<file path="src/rtl/mdio_pkg.sv">
package mdio_pkg;
  localparam int FRAME_BITS = 64;
  localparam int DATA_BITS  = 16;
  localparam int ADR_W      = 5;
  localparam int RD_RELEASE = 46;   // first released bit index of a read frame
  localparam int DATA_FIRST = 48;   // first data bit index
  localparam logic [ADR_W-1:0] INT_PHY = 5'h1F;

  typedef enum logic [1:0] {ST_IDLE, ST_EXT, ST_INT, ST_RSP} host_st_e;

  function automatic logic [FRAME_BITS-1:0] frame_bits(input logic rd,
      input logic [ADR_W-1:0] phy, input logic [ADR_W-1:0] ra,
      input logic [DATA_BITS-1:0] wd);
    logic [1:0] op, ta;
    logic [DATA_BITS-1:0] dv;
    op = rd ? 2'b10 : 2'b01;
    ta = rd ? 2'b00 : 2'b10;
    dv = rd ? '0 : wd;
    return {32'hFFFF_FFFF, 2'b01, op, phy, ra, ta, dv};
  endfunction

  function automatic logic [FRAME_BITS-1:0] frame_oe(input logic rd);
    logic [FRAME_BITS-1:0] m;
    m = '1;
    if (rd) m = {{RD_RELEASE{1'b1}}, {(FRAME_BITS-RD_RELEASE){1'b0}}};
    return m;
  endfunction
endpackage

</file>
<file path="src/rtl/mdio_clk_div.sv">
module mdio_clk_div #(
  parameter int HALF = 25
) (
  input  logic clk,
  input  logic rst_n,
  input  logic run,
  output logic tick
);
  localparam int CW = (HALF > 1) ? $clog2(HALF) : 1;
  localparam logic [CW-1:0] LAST = CW'(HALF - 1);

  logic [CW-1:0] cnt;

  assign tick = run && (cnt == LAST);

  always_ff @(posedge clk or negedge rst_n) begin
    if (!rst_n)             cnt <= '0;
    else if (!run || tick)  cnt <= '0;
    else                    cnt <= cnt + 1'b1;
  end
endmodule

</file>
<file path="src/rtl/mdio_frame_engine.sv">
module mdio_frame_engine
  import mdio_pkg::*;
#(
  parameter int HALF    = 25,
  parameter int IN_SYNC = 0
) (
  input  logic                 clk,
  input  logic                 rst_n,
  input  logic                 abort,
  input  logic                 start,
  input  logic                 op_rd,
  input  logic [ADR_W-1:0]     phy,
  input  logic [ADR_W-1:0]     regad,
  input  logic [DATA_BITS-1:0] wdata,
  input  logic                 mdio_i,
  output logic                 mdc,
  output logic                 mdio_o,
  output logic                 mdio_oe,
  output logic                 fin,
  output logic [DATA_BITS-1:0] rdata
);
  localparam int IW = $clog2(FRAME_BITS);
  localparam logic [IW-1:0] IDX_LAST  = IW'(FRAME_BITS - 1);
  localparam logic [IW-1:0] IDX_DATA  = IW'(DATA_FIRST);

  logic                  running, mdc_q, rd_q, tick, din;
  logic [IW-1:0]         idx;
  logic [FRAME_BITS-1:0] frm_sr, oe_sr;
  logic [DATA_BITS-1:0]  rd_sh;

  generate
    if (IN_SYNC == 0) begin : g_nosync
      assign din = mdio_i;
    end else begin : g_sync
      logic [IN_SYNC-1:0] sy;
      always_ff @(posedge clk or negedge rst_n) begin
        if (!rst_n) sy <= '1;
        else        sy <= {sy[IN_SYNC-2:0], mdio_i};
      end
      assign din = sy[IN_SYNC-1];
    end
  endgenerate

  mdio_clk_div #(.HALF(HALF)) u_div (
    .clk(clk), .rst_n(rst_n), .run(running), .tick(tick)
  );

  always_ff @(posedge clk or negedge rst_n) begin
    if (!rst_n) begin
      running <= 1'b0;
      mdc_q   <= 1'b0;
      rd_q    <= 1'b0;
      idx     <= '0;
      frm_sr  <= '0;
      oe_sr   <= '0;
      rd_sh   <= '0;
      fin     <= 1'b0;
    end else if (abort) begin
      running <= 1'b0;
      mdc_q   <= 1'b0;
      oe_sr   <= '0;
      fin     <= 1'b0;
    end else begin
      fin <= 1'b0;
      if (start && !running) begin
        running <= 1'b1;
        mdc_q   <= 1'b0;
        rd_q    <= op_rd;
        idx     <= '0;
        frm_sr  <= frame_bits(op_rd, phy, regad, wdata);
        oe_sr   <= frame_oe(op_rd);
      end else if (running && tick) begin
        if (!mdc_q) begin
          mdc_q <= 1'b1;
          if (rd_q && idx >= IDX_DATA) rd_sh <= {rd_sh[DATA_BITS-2:0], din};
        end else begin
          mdc_q  <= 1'b0;
          frm_sr <= frm_sr << 1;
          oe_sr  <= oe_sr << 1;
          if (idx == IDX_LAST) begin
            running <= 1'b0;
            fin     <= 1'b1;
          end else begin
            idx <= idx + 1'b1;
          end
        end
      end
    end
  end

  assign mdc     = mdc_q;
  assign mdio_o  = frm_sr[FRAME_BITS-1];
  assign mdio_oe = oe_sr[FRAME_BITS-1];
  assign rdata   = rd_sh;
endmodule

</file>
<file path="src/rtl/mdio_host_ctrl.sv">
module mdio_host_ctrl
  import mdio_pkg::*;
(
  input  logic                 clk,
  input  logic                 rst_n,
  input  logic                 soft_rst,
  input  logic                 req_valid,
  output logic                 req_ready,
  input  logic                 req_wr,
  input  logic                 req_sel,
  input  logic [31:0]          req_wdata,
  output logic                 rsp_valid,
  input  logic                 rsp_ready,
  output logic [31:0]          rsp_rdata,
  output logic                 eng_start,
  output logic                 eng_rd,
  output logic [ADR_W-1:0]     eng_phy,
  output logic [ADR_W-1:0]     eng_reg,
  output logic [DATA_BITS-1:0] eng_wdata,
  input  logic                 eng_fin,
  input  logic [DATA_BITS-1:0] eng_rdata,
  output logic                 iphy_valid,
  input  logic                 iphy_ready,
  output logic                 iphy_wr,
  output logic [ADR_W-1:0]     iphy_addr,
  output logic [DATA_BITS-1:0] iphy_wdata,
  input  logic [DATA_BITS-1:0] iphy_rdata,
  output logic                 busy,
  output logic                 done
);
  localparam int AREG_W = 2 * ADR_W;

  host_st_e              st;
  logic [AREG_W-1:0]     addr_q;
  logic [DATA_BITS-1:0]  data_q;
  logic                  rsp_is_addr, op_rd, start_q, accept;
  logic                  unused_hi;

  assign unused_hi = ^req_wdata[31:AREG_W];
  assign req_ready = (st == ST_IDLE) && !soft_rst;
  assign accept    = req_valid && req_ready;

  always_ff @(posedge clk or negedge rst_n) begin
    if (!rst_n) begin
      st          <= ST_IDLE;
      addr_q      <= '0;
      data_q      <= '0;
      rsp_is_addr <= 1'b0;
      op_rd       <= 1'b0;
      start_q     <= 1'b0;
      done        <= 1'b0;
    end else if (soft_rst) begin
      st      <= ST_IDLE;
      start_q <= 1'b0;
      done    <= 1'b0;
    end else begin
      done    <= 1'b0;
      start_q <= 1'b0;
      unique case (st)
        ST_IDLE: if (accept) begin
          if (!req_sel) begin
            rsp_is_addr <= 1'b1;
            if (req_wr) addr_q <= req_wdata[AREG_W-1:0];
            st <= ST_RSP;
          end else begin
            rsp_is_addr <= 1'b0;
            op_rd       <= !req_wr;
            if (req_wr) data_q <= req_wdata[DATA_BITS-1:0];
            if (addr_q[AREG_W-1:ADR_W] == INT_PHY) begin
              st <= ST_INT;
            end else begin
              st      <= ST_EXT;
              start_q <= 1'b1;
            end
          end
        end
        ST_EXT: if (eng_fin) begin
          if (op_rd) data_q <= eng_rdata;
          done <= 1'b1;
          st   <= ST_RSP;
        end
        ST_INT: if (iphy_ready) begin
          if (op_rd) data_q <= iphy_rdata;
          done <= 1'b1;
          st   <= ST_RSP;
        end
        ST_RSP: if (rsp_ready) st <= ST_IDLE;
        default: st <= ST_IDLE;
      endcase
    end
  end

  assign eng_start  = start_q;
  assign eng_rd     = op_rd;
  assign eng_phy    = addr_q[AREG_W-1:ADR_W];
  assign eng_reg    = addr_q[ADR_W-1:0];
  assign eng_wdata  = data_q;
  assign iphy_valid = (st == ST_INT);
  assign iphy_wr    = !op_rd;
  assign iphy_addr  = addr_q[ADR_W-1:0];
  assign iphy_wdata = data_q;
  assign busy       = (st == ST_EXT) || (st == ST_INT);
  assign rsp_valid  = (st == ST_RSP);
  assign rsp_rdata  = rsp_is_addr ? {{(32-AREG_W){1'b0}}, addr_q}
                                  : {{(32-DATA_BITS){1'b0}}, data_q};
endmodule

</file>
<file path="src/rtl/mdio_mgmt_ctrl.sv">
module mdio_mgmt_ctrl
  import mdio_pkg::*;
#(
  parameter int CLK_HZ     = 125_000_000,
  parameter int MDC_MAX_HZ = 2_500_000,
  parameter int IN_SYNC    = 0
) (
  input  logic        clk,
  input  logic        rst_n,
  input  logic        soft_rst,
  input  logic        req_valid,
  output logic        req_ready,
  input  logic        req_wr,
  input  logic        req_sel,
  input  logic [31:0] req_wdata,
  output logic        rsp_valid,
  input  logic        rsp_ready,
  output logic [31:0] rsp_rdata,
  output logic        mdc,
  output logic        mdio_o,
  output logic        mdio_oe,
  input  logic        mdio_i,
  output logic        iphy_valid,
  input  logic        iphy_ready,
  output logic        iphy_wr,
  output logic [4:0]  iphy_addr,
  output logic [15:0] iphy_wdata,
  input  logic [15:0] iphy_rdata,
  output logic        busy,
  output logic        done
);
  localparam int HALF = (CLK_HZ + 2*MDC_MAX_HZ - 1) / (2*MDC_MAX_HZ);

  logic                 eng_start, eng_rd, eng_fin;
  logic [ADR_W-1:0]     eng_phy, eng_reg;
  logic [DATA_BITS-1:0] eng_wdata, eng_rdata;

  mdio_host_ctrl u_host (
    .clk(clk), .rst_n(rst_n), .soft_rst(soft_rst),
    .req_valid(req_valid), .req_ready(req_ready), .req_wr(req_wr),
    .req_sel(req_sel), .req_wdata(req_wdata),
    .rsp_valid(rsp_valid), .rsp_ready(rsp_ready), .rsp_rdata(rsp_rdata),
    .eng_start(eng_start), .eng_rd(eng_rd), .eng_phy(eng_phy),
    .eng_reg(eng_reg), .eng_wdata(eng_wdata), .eng_fin(eng_fin),
    .eng_rdata(eng_rdata),
    .iphy_valid(iphy_valid), .iphy_ready(iphy_ready), .iphy_wr(iphy_wr),
    .iphy_addr(iphy_addr), .iphy_wdata(iphy_wdata), .iphy_rdata(iphy_rdata),
    .busy(busy), .done(done)
  );

  mdio_frame_engine #(.HALF(HALF), .IN_SYNC(IN_SYNC)) u_eng (
    .clk(clk), .rst_n(rst_n), .abort(soft_rst), .start(eng_start),
    .op_rd(eng_rd), .phy(eng_phy), .regad(eng_reg), .wdata(eng_wdata),
    .mdio_i(mdio_i), .mdc(mdc), .mdio_o(mdio_o), .mdio_oe(mdio_oe),
    .fin(eng_fin), .rdata(eng_rdata)
  );
endmodule

</file>
<file path="config.mk">
export PLATFORM = sky130hd
export DESIGN_NAME = mdio_mgmt_ctrl
export DESIGN_NICKNAME = d
export VERILOG_FILES = /design/src/rtl/mdio_pkg.sv /design/src/rtl/mdio_clk_div.sv /design/src/rtl/mdio_frame_engine.sv /design/src/rtl/mdio_host_ctrl.sv /design/src/rtl/mdio_mgmt_ctrl.sv
export SDC_FILE = /design/constraint.sdc
export NUM_CORES = 1
export LEC_CHECK = 0
export BUFFER_PORTS_ARGS = -buffer_cell sky130_fd_sc_hd__buf_2
export CAP_MARGIN = 20
export CORE_MARGIN = 10
export CORE_UTILIZATION = 35
export CTS_CLUSTER_SIZE = 8
export DETAILED_ROUTE_END_ITERATION = 7
export PLACE_DENSITY = 0.5
export SKIP_LAST_GASP = 1
export SYNTH_ARGS = -nofsm -noshare
export SYNTH_HDL_FRONTEND = slang
export SYNTH_SLANG_ARGS = --single-unit
</file>
<file path="constraint.sdc">
create_clock -name clk -period 2.61 [get_ports clk]
set_clock_uncertainty 0.05 [all_clocks]
set_input_delay 0.783 -clock clk [delete_from_list [all_inputs] [get_ports clk]]
set_output_delay 0.783 -clock clk [all_outputs]
set_load 0.01 [all_outputs]
</file>
==> metrics.md, run 1 <==
| Metric | Value |
|---|---|
| Crit-path cells | `buf_4, mux2_2, buf_2` |
| Fin crit period | `2457 ps` |
| Pwr dens | `926.5 nW/um2` |
| VDD IR max | `0.0005430 V` |
| Global-route wire length before repair | `32490 um` |
| # fillers | `2338` |
| Ys async rst share | `1.000` |
| Fin nets | `902` |
| Top-Level Pins | `119` |
| Bufs and invs on worst path | `2` |
| Worst R2R Start | `u_host.st[1]` |
| Starting Density | `0.3544` |
| Die area | `31140 um2` |
| Hold_buf cts | `0` |
| Drt wl/cell | `16.63 um` |
| Final GP Congestion | `0.7545` |
| Avg Synthesized Cell Area | `11.07 um2` |
| Post-DP HPWL | `12440 um` |
| Delay of the slowest cell on the worst path | `460 ps` |
| Syn Inst Count | `774` |
| Top Family by Delay on Critical Path | `flip-flops` |
| Status | `finished clean` |
| I/O Buffers | `86` |
| Setup TNS | `0 ps` |
| CP Capture Type | `output port` |
| Final setup fails | `0` |
| Period utilization | `0.9413` |
| CP max FO | `12` |
| CTS tree | `built` |
| Die span in y | `176.5 um` |
| Vias in the first global route | `6041` |
| Share of layout cells above drive strength 1 | `0.2750` |
| Fin. Hold Viols | `0` |
| Vias/cell | `5.030` |
| Total track usage | `0.1277` |
| Register bit total from synthesis | `191` |
| WL final | `19540 um` |
| Number of flops mapped to enable cells by yosys | `0` |
| Clock transition at path regs | `80 ps` |
| Synth cell types | `51` |
| CP max stage cell | `dfrtp_2` |
| DRT Pass-1 Iters | `4` |
| Max-slew headroom | `0.5798` |
| DRT antenna net count | `0` |
| Diode count | `0` |
| CTS H-tree lvls | `4` |
| Commonest cells after routing, fill and taps aside | `dfrtp_1 (190), nand2_1 (160), buf_2 (85)` |
| Max cap viols | `0` |
| R2R Setup Slk | `410 ps` |
| Largest net degree at the start of global routing | `65` |
| Total number of vias | `5910` |
| Register area | `4781 um2` |
| CP Launch Type | `flip-flop` |
| Root Buffer | `clkbuf_16` |
| R2r worst-path depth | `7` |
| Synth Warn # | `0` |
| Unrepaired setup endpoints after global routing | `no` |
| Static Leak | `4.492 nW` |
| Worst endpoint required time | `1780 ps` |
| Worst Path Arrival | `1620 ps` |
| Overflow after GRT | `0` |
| CP endpoint | `rsp_rdata[8]` |
| DRC errors left | `0` |
| CORE AREA | `24180 um2` |
| Hold slack | `237.0 ps` |
| Hold WC Path Type | `in -> async` |
| Register area share after synthesis | `0.5578` |
| Initial antenna violation count | `0` |
| Least-Margin Pin Slew | `628.9 ps` |
| CTS sink cnt | `191` |
| Crit path launch | `u_host.rsp_is_addr` |
| CTS max path bufs | `2` |
| Most used DFF post-synth | `dfrtp_1` |
| DIE WIDTH | `176.5 um` |
| Fmax achieved | `407.0 MHz` |
| Multi-input logic area | `3420 um2` |
| Clock Latency Late Sink | `430 ps` |
| Commonest non-fill, non-tap cell in the layout | `dfrtp_1` |
| Row count | `57` |
| Slew Limit Fails | `0` |
| Area growth syn-to-layout | `16.17%` |
| Mapped Area | `8568 um2` |
| RR Endpoint | `u_host.eng_wdata[7]` |
| Initial DRC Count | `515` |
| Critical path depth | `3` |
| # Post-CTS Setup Buffers | `0` |
| Crit Path Category | `reg -> out` |
| CTS Buf Count | `17` |
## routing by layer
metal  routed length [um]  vias to the layer above  GRT usage  part of all wire
met3                  847                        9    0.03695             0.043
li1                     -                     2838          -                 -
met5                    0                        -          0                 0
met1                 9548                     2986     0.1730              0.49
met4                  152                        0    0.03468            0.0078
met2                 8989                       77     0.1956              0.46
## worst reg2reg max path, stage by stage, from the launching register on
cell and delay [ps]:
dfrtp_1 410, inv_1 110, ha_2 250, and4b_4 280, nand2_2 60, a2111o_1 440, buf_12 180, mux2_4 310
## how the worst min path moves through the flow
stage,startpoint,to,slack (ps),depth (start not counted)
after floorplan,u_eng.frm_sr[0],u_eng.frm_sr[0],400,1
after global placement,u_eng.oe_sr[0],u_eng.oe_sr[0],420,1
after detailed placement,u_eng.oe_sr[0],u_eng.oe_sr[0],430,1
final,rst_n,u_eng.oe_sr[37],240,1
after global routing,rst_n,u_eng.oe_sr[37],250,1
after CTS,rst_n,u_eng.oe_sr[37],240,1
## repair_timing
item	in CTS	in global routing
hold endpoints to repair	0	0
endpoints found under the setup margin	0	8
resized for setup	0	2
## cells in the mapped netlist (2+ instances only)
cell	number	area share
a211o_1	2	0.0020
a21o_1	3	0.0026
a21oi_1	20	0.012
a221o_1	17	0.020
a22o_1	5	0.0051
a22oi_1	17	0.015
a31oi_1	48	0.035
and4_1	2	0.0020
and4b_1	3	0.0035
buf_1	3	0.0013
buf_2	15	0.0088
buf_4	17	0.015
buf_6	2	0.0026
clkbuf_1	41	0.018
dfrtp_1	191	0.56
ha_1	7	0.010
inv_1	9	0.0039
mux2_2	72	0.095
mux2_4	10	0.018
mux2i_1	2	0.0023
nand2_1	160	0.070
nand2b_1	2	0.0015
nand3_1	6	0.0035
nand4b_1	2	0.0020
nor2_1	27	0.012
nor2b_1	8	0.0058
nor3b_1	3	0.0026
o21ai_0	20	0.012
o21bai_1	2	0.0018
o22a_1	33	0.034
o22ai_1	2	0.0015
xnor2_1	2	0.0020
xor2_1	3	0.0031
## logic make-up (layout without fill, tap and decap cells)
family	Yosys count	after routing	synth area share
simple gates	222	222	0.1139
flops	191	191	0.5578
compound gates	175	175	0.1457
buf+inv	89	151	0.05228
mux	84	84	0.1145
fa+ha+maj	7	7	0.01022
xor+xnor	5	5	0.005112
other cells	1	16	0.0004377
## registers in the layout, indices dropped and copies added, names as in the netlist
name and flops:
u_host.addr_q 10, u_host.eng_start 1, u_eng.mdc 1, u_eng.u_div.cnt 5, u_host.eng_wdata 16, u_eng.fin 1
u_eng.rdata 16, u_eng.idx 6, u_eng.rd_q 1, u_host.st 2, u_eng.oe_sr 64, u_host.rsp_is_addr 1
u_host.eng_rd 1, u_host.done 1, u_eng.frm_sr 64, u_eng.running 1
## per-stage QoR
step	utilization	std cells	worst slack (ps)	instance area (um2)	total power [mW]
floorplan	-	789	308.0	8625	5.662
global placement	0.3868	1143	188.2	9351	6.670
detailed placement	0.3868	1143	191.0	9351	6.698
CTS	0.4115	1175	32.51	9950	9.377
global route	0.4117	1175	49.39	9953	9.824
finish	0.4117	1175	153.2	9953	9.222
## cell type report
type,count,area share
Sequential cell,191,0.4803
Timing Repair Buffer,109,0.07153
Multi-Input combinational cell,509,0.3436
Clock inverter,15,0.01735
Inverter,10,0.003771
Tap cell,324,0.04073
Clock buffer,17,0.04274
## power breakdown
group | leakage, nW | internal [mW] | switching, mW
sequential | 2.47 | 3.51 | 0.541
clock | 0.290 | 1.37 | 1.25
combinational | 1.73 | 1.23 | 1.31
Note: power is estimated with default switching activity, not from simulation.
==> run 2: changes to the inputs <==
CTS_BUF_LIST = sky130_fd_sc_hd__clkbuf_4   (was not set)
SKIP_CTS_REPAIR_TIMING = 1   (was not set)
==> run 2 against run 1 <==
Net effect: wire length is 0.64% lower; critical path depth stayed put; combinational power is 3% higher; clock power is 37% lower; power is 9.8% lower; via count is 0.59% higher; first-iteration DRC count is 3.5% lower; final cell count is 0.34% higher; largest power group unchanged.
==> metrics.md, run 2 (synthesis gave the netlist of run 1 again) <==
| Metric | Value |
|---|---|
| VDD IR max | `0.0005193 V (was 0.0005430 V)` |
| Unrepaired setup endpoints after global routing | `yes (was no)` |
| Top-Level Pins | `119 (unchanged)` |
| Clock Latency Late Sink | `580 ps (was 430 ps)` |
| Internal power | `5.322 mW (was 6.114 mW)` |
| GR Layer Usage met1 | `0.1740 (was 0.1730)` |
| CP max FO | `12 (unchanged)` |
| CTS Buf Count | `17 (unchanged)` |
| Global-route wire length before repair | `32370 um (was 32490 um)` |
| DRC errors left | `0 (unchanged)` |
| Starting Density | `0.3544 (unchanged)` |
| Initial DRC Count | `497 (was 515)` |
| Reg power frac | `0.485 (was 0.439)` |
| Slew Limit Fails | `0 (unchanged)` |
| I/O Buffers | `86 (unchanged)` |
| Largest net degree at the start of global routing | `65 (unchanged)` |
| CORE AREA | `24180 um2 (unchanged)` |
| Total track usage | `0.1267 (was 0.1277)` |
| Crit Path Category | `reg -> out (unchanged)` |
| Smallest setup slack after layout | `143.0 ps (was 153.2 ps)` |
| Sw frac | `0.3605 (was 0.3370)` |
| Most used routing layer in global routing | `met2 (unchanged)` |
| Cell Area, Placed | `9351 um2 (unchanged)` |
| Switching power | `3.000 mW (was 3.108 mW)` |
| Largest regs | `u_eng.frm_sr x64, u_eng.oe_sr x64 (unchanged)` |
| Area growth syn-to-layout | `13.20% (was 16.17%)` |
| Final setup fails | `0 (unchanged)` |
| Row count | `57 (unchanged)` |
| Vias/cell | `5.042 (was 5.030)` |
| Initial antenna violation count | `1 (was 0)` |
| Vias in the first global route | `5980 (was 6041)` |
| Overflow after GRT | `0 (unchanged)` |
| Clock transition at path regs | `170 ps (was 80 ps)` |
| CTS max path bufs | `2 (unchanged)` |
| CTS H-tree lvls | `4 (unchanged)` |
| Worst Path Arrival | `1630 ps (was 1620 ps)` |
| Pwr dens | `858.0 nW/um2 (was 926.5 nW/um2)` |
| Die span in y | `176.5 um (unchanged)` |
| Worst endpoint required time | `1780 ps (about the same)` |
| WL final | `19410 um (was 19540 um)` |
| Drt wl/cell | `16.46 um (was 16.63 um)` |
| Combinational Power Share | `0.316 (was 0.276)` |
| Fmax achieved | `405.3 MHz (was 407.0 MHz)` |
| Pre-CTS setup slack | `191.0 ps (unchanged)` |
| Root Buffer | `clkbuf_4 (was clkbuf_16)` |
| Post-DP HPWL | `12440 um (unchanged)` |
| CP Launch Type | `flip-flop (unchanged)` |
| Least-Margin Pin Slew | `630.5 ps (was 628.9 ps)` |
| CTS tree | `built (unchanged)` |
| Met3 usage | `0.03823 (was 0.03695)` |
| Met2 usage | `0.1942 (was 0.1956)` |
| Max-slew headroom | `0.5788 (was 0.5798)` |
| Die area | `31140 um2 (unchanged)` |
| DRT Pass-1 Iters | `4 (unchanged)` |
| DIE WIDTH | `176.5 um (unchanged)` |
| Final Instance Area | `9699 um2 (was 9953 um2)` |
| Period utilization | `0.9452 (was 0.9413)` |
| Status | `finished clean (unchanged)` |
| Fin crit period | `2467 ps (was 2457 ps)` |
| Share of layout cells above drive strength 1 | `0.2810 (was 0.2750)` |
| Fin nets | `905 (was 902)` |
| Commonest non-fill, non-tap cell in the layout | `dfrtp_1 (unchanged)` |
| Hold WC Path Type | `in -> async (unchanged)` |
| Clock power share | `0.199 (was 0.284)` |
| Fin. Hold Viols | `0 (unchanged)` |
| Commonest cells after routing, fill and taps aside | `dfrtp_1 (190), nand2_1 (160), buf_2 (85) (unchanged)` |
| DRT antenna net count | `0 (unchanged)` |
| Total number of vias | `5945 (was 5910)` |
| Static Leak | `4.376 nW (was 4.492 nW)` |
| CTS sink cnt | `191 (unchanged)` |
| CP Capture Type | `output port (unchanged)` |
| Max cap viols | `0 (unchanged)` |
| Final GP Congestion | `0.7545 (unchanged)` |
## run 2: changes by cell type in the layout (fill, tap and decap cells not counted), sizes merged
cell   change
buf        +3
diode      +1
## run 2: power groups by stage
stage,Clock (mW),Combinational (mW),Sequential [mW]
after global placement,0,2.55,4.12
after floorplan,0,1.72,3.94
after global routing,1.87,2.94,4.12
final,1.66,2.63,4.03
after CTS,1.74,2.59,4.06
after detailed placement,0,2.58,4.12
## run 2: worst paths after layout
kind                       slack (ps)          startpoint  depth (start not counted)                  end
setup / recovery                  140  u_host.rsp_is_addr                          3         rsp_rdata[8]
hold / removal                     80               rst_n                          1      u_eng.oe_sr[37]
setup reg to reg                  410        u_host.st[1]                          8  u_host.eng_wdata[3]
hold reg to reg                   450      u_eng.oe_sr[0]                          1       u_eng.oe_sr[0]
max in group asynchronous        1790               rst_n                          2      u_eng.frm_sr[5]
min in group clk                  390              mdio_i                          2       u_eng.rdata[0]
## run 2: area by class of cell
| type | instances | area (um2) |
|---|---|---|
| tap | 324 | 405.4 |
| antenna | 1 | 2.502 |
| fill | 2375 | 14480 |
| timing repair buffer | 112 | 738.2 |
| multi-input combinational | 509 | 3435 |
| sequential | 191 | 4781 |
| clock inverter | 15 | 172.7 |
| inverter | 10 | 37.54 |
| clock buffer | 17 | 127.6 |
## run 2: through the flow
stage / power, mW / TNS (ps) / std cells / hold slack, ps / utilization
after floorplan: 5.662 / 0 / 789 / 399.6 / -
after global placement: 6.670 / 0 / 1143 / 417.1 / 0.3868
after detailed placement: 6.698 / 0 / 1143 / 425.3 / 0.3868
after CTS: 8.397 / -1413 / 1175 / 35.59 / 0.3992
after global routing: 8.933 / -2.685 / 1179 / 34.07 / 0.4012
final: 8.322 / 0 / 1179 / 77.61 / 0.4012
## run 2: routing by layer
layer  routed length (um)  vias up  share of wire
met5                    0        -              0
met4                   95        0         0.0049
met3                  814        4          0.042
met2                 9046       89           0.47
met1                 9455     3007           0.49
li1                     -     2845              -
## run 2: worst max-delay path, stage by stage, from the launching register on
cell and delay (ps):
dfrtp_2 420, buf_6 170, mux2_2 350, buf_2 140
==> run 3: changes to the inputs <==
BUFFER_PORTS_ARGS = not set   (was -buffer_cell sky130_fd_sc_hd__buf_2)
DONT_BUFFER_PORTS = 1   (was not set)
PLACE_DENSITY = 0.59   (was 0.5)
==> run 3 against run 2 <==
Net effect: the run now ends with negative hold slack left; core utilization fell by 2.3 points; die area did not move; first-iteration DRC count fell by 1.6%; final area fell by 5.8%; clock power barely moved; sequential cell count did not move; critical path type unchanged; register-to-register slack got worse by 70 ps; wire length fell by 6.7%; sequential share of layout area rose by 3.0 points.
==> metrics.md, run 3 (synthesis gave the netlist of run 1 again) <==
| Metric | Value |
|---|---|
| Hold slack | `-191.5 ps (was 77.61 ps)` |
| Fin crit period | `2459 ps (was 2467 ps)` |
| Share of layout cells above drive strength 1 | `0.1916 (was 0.2810)` |
| Fin. Hold Viols | `191 (was 0)` |
| Slew Limit Fails | `0 (unchanged)` |
| Clock Latency Late Sink | `590 ps (was 580 ps)` |
| Final Instance Area | `9139 um2 (was 9699 um2)` |
| Row count | `57 (unchanged)` |
| Initial antenna violation count | `0 (was 1)` |
| Commonest non-fill, non-tap cell in the layout | `dfrtp_1 (unchanged)` |
| Die span in y | `176.5 um (unchanged)` |
| CTS H-tree lvls | `4 (unchanged)` |
| DRT Pass-1 Iters | `7 (was 4)` |
| Worst Path Arrival | `1630 ps (about the same)` |
| Initial DRC Count | `489 (was 497)` |
| CTS Buf Count | `17 (unchanged)` |
| Die area | `31140 um2 (unchanged)` |
| Vias/cell | `5.198 (was 5.042)` |
| Largest net degree at the start of global routing | `192 (was 65)` |
| Met3 usage | `0.04677 (was 0.03823)` |
| Static Leak | `3.958 nW (was 4.376 nW)` |
| Top-Level Pins | `119 (unchanged)` |
| Clock transition at path regs | `180 ps (was 170 ps)` |
| CP max FO | `17 (was 12)` |
| Fmax achieved | `406.6 MHz (was 405.3 MHz)` |
| Pwr dens | `861.8 nW/um2 (was 858.0 nW/um2)` |
| Drt wl/cell | `16.67 um (was 16.46 um)` |
| Fin nets | `814 (was 905)` |
| Period utilization | `0.9423 (was 0.9452)` |
| CTS sink cnt | `191 (unchanged)` |
| Max-slew headroom | `0.4663 (was 0.5788)` |
| Final core utilization | `0.3780 (was 0.4012)` |
| Worst endpoint required time | `1780 ps (about the same)` |
| Final setup fails | `0 (unchanged)` |
| DRC errors left | `0 (unchanged)` |
| Global-route wire length before repair | `30060 um (was 32370 um)` |
| VDD IR max | `0.0004752 V (was 0.0005193 V)` |
| DIE WIDTH | `176.5 um (unchanged)` |
| Vias in the first global route | `5582 (was 5980)` |
| Hold WC Path Type | `in -> async (unchanged)` |
| WL final | `18110 um (was 19410 um)` |
| R2r worst-path depth | `6 (was 8)` |
| Overflow after GRT | `0 (unchanged)` |
| Least-Margin Pin Slew | `800.0 ps (was 630.5 ps)` |
| # fillers | `2376 (was 2375)` |
| I/O Buffers | `0 (was 86)` |
| Final GP Congestion | `0.7592 (was 0.7545)` |
| CTS max path bufs | `2 (unchanged)` |
| Total track usage | `0.1171 (was 0.1267)` |
| Status | `complete, but fails checks (was finished clean)` |
| CORE AREA | `24180 um2 (unchanged)` |
| Area growth syn-to-layout | `6.659% (was 13.20%)` |
| CP Launch Type | `flip-flop (unchanged)` |
| Most used routing layer in global routing | `met2 (unchanged)` |
| Cell Area, Placed | `8787 um2 (was 9351 um2)` |
| Delay of the slowest cell on the worst path | `430 ps (was 420 ps)` |
| Setup TNS | `0 ps (unchanged)` |
| Final Power | `7.876 mW (was 8.322 mW)` |
| DRT antenna net count | `0 (unchanged)` |
| Smallest setup slack after layout | `150.7 ps (was 143.0 ps)` |
| CP Capture Type | `output port (unchanged)` |
| Root Buffer | `clkbuf_4 (unchanged)` |
| Failing checks | `negative hold slack` |
| CTS tree | `built (unchanged)` |
| Post-DP HPWL | `11470 um (was 12440 um)` |
| Commonest cells after routing, fill and taps aside | `dfrtp_1 (191), nand2_1 (160), mux2_2 (72) (was dfrtp_1 (190), nand2_1 (160), buf_2 (85))` |
| CP max stage cell | `mux2_2 (was dfrtp_2)` |
| Crit Path Category | `reg -> out (unchanged)` |
| Pre-CTS setup slack | `299.4 ps (was 191.0 ps)` |
| GR Layer Usage met1 | `0.1537 (was 0.1740)` |
| Met2 usage | `0.1797 (was 0.1942)` |
| R2R Setup Slk | `340 ps (was 410 ps)` |
| Starting Density | `0.3544 (unchanged)` |
| Max cap viols | `0 (unchanged)` |
| Largest regs | `u_eng.frm_sr x64, u_eng.oe_sr x64 (unchanged)` |
| Total number of vias | `5645 (was 5945)` |
| Diode count | `0 (was 1)` |
| Crit-path cells | `buf_4, mux2_2 (was buf_6, mux2_2, buf_2)` |
-- run 3: cell type report --
cell class / instances / area (um2) / area share
clock buffer: 17 / 127.6 / 0.01396
inverter: 10 / 37.54 / 0.004107
timing repair buffer: 21 / 173.9 / 0.01903
tap: 324 / 405.4 / 0.04436
sequential: 191 / 4780 / 0.5230
clock inverter: 14 / 185.2 / 0.02026
multi-input combinational: 509 / 3430 / 0.3753
-- run 3: worst paths after layout --
kind | start | end
max | u_host.rsp_is_addr | rsp_rdata[2]
min reg2reg | u_eng.oe_sr[0] | u_eng.oe_sr[0]
max reg2reg | u_eng.u_div.cnt[0] | u_eng.idx[3]
min | rst_n | u_eng.oe_sr[39]
min in group clk | soft_rst | u_host.done
max in group asynchronous | rst_n | u_eng.frm_sr[45]
-- run 3: through the flow --
step,cells,hold WS [ps]
after global routing,1086,-268.2
after detailed placement,1052,421.8
after CTS,1083,-246.5
after floorplan,789,399.6
final,1086,-191.5
after global placement,1052,410.4
-- run 3: power breakdown --
group          internal (mW)  switching (mW)
Clock                  0.539            1.15
Combinational           1.01            1.06
Sequential              3.50           0.602
-- run 3: critical path, delay by kind of cell (launching register included) --
kind,cells,cell delay (ps)
flip-flops,1,370
multiplexers,1,430
buffers and inverters,1,250
-- run 3: metal layers --
metal,part of all wire,vias up,routed length (um)
met5,0,-,0
met4,0.0053,0,96
met3,0.070,8,1259
met2,0.47,115,8441
met1,0.46,2865,8309
li1,-,2657,-
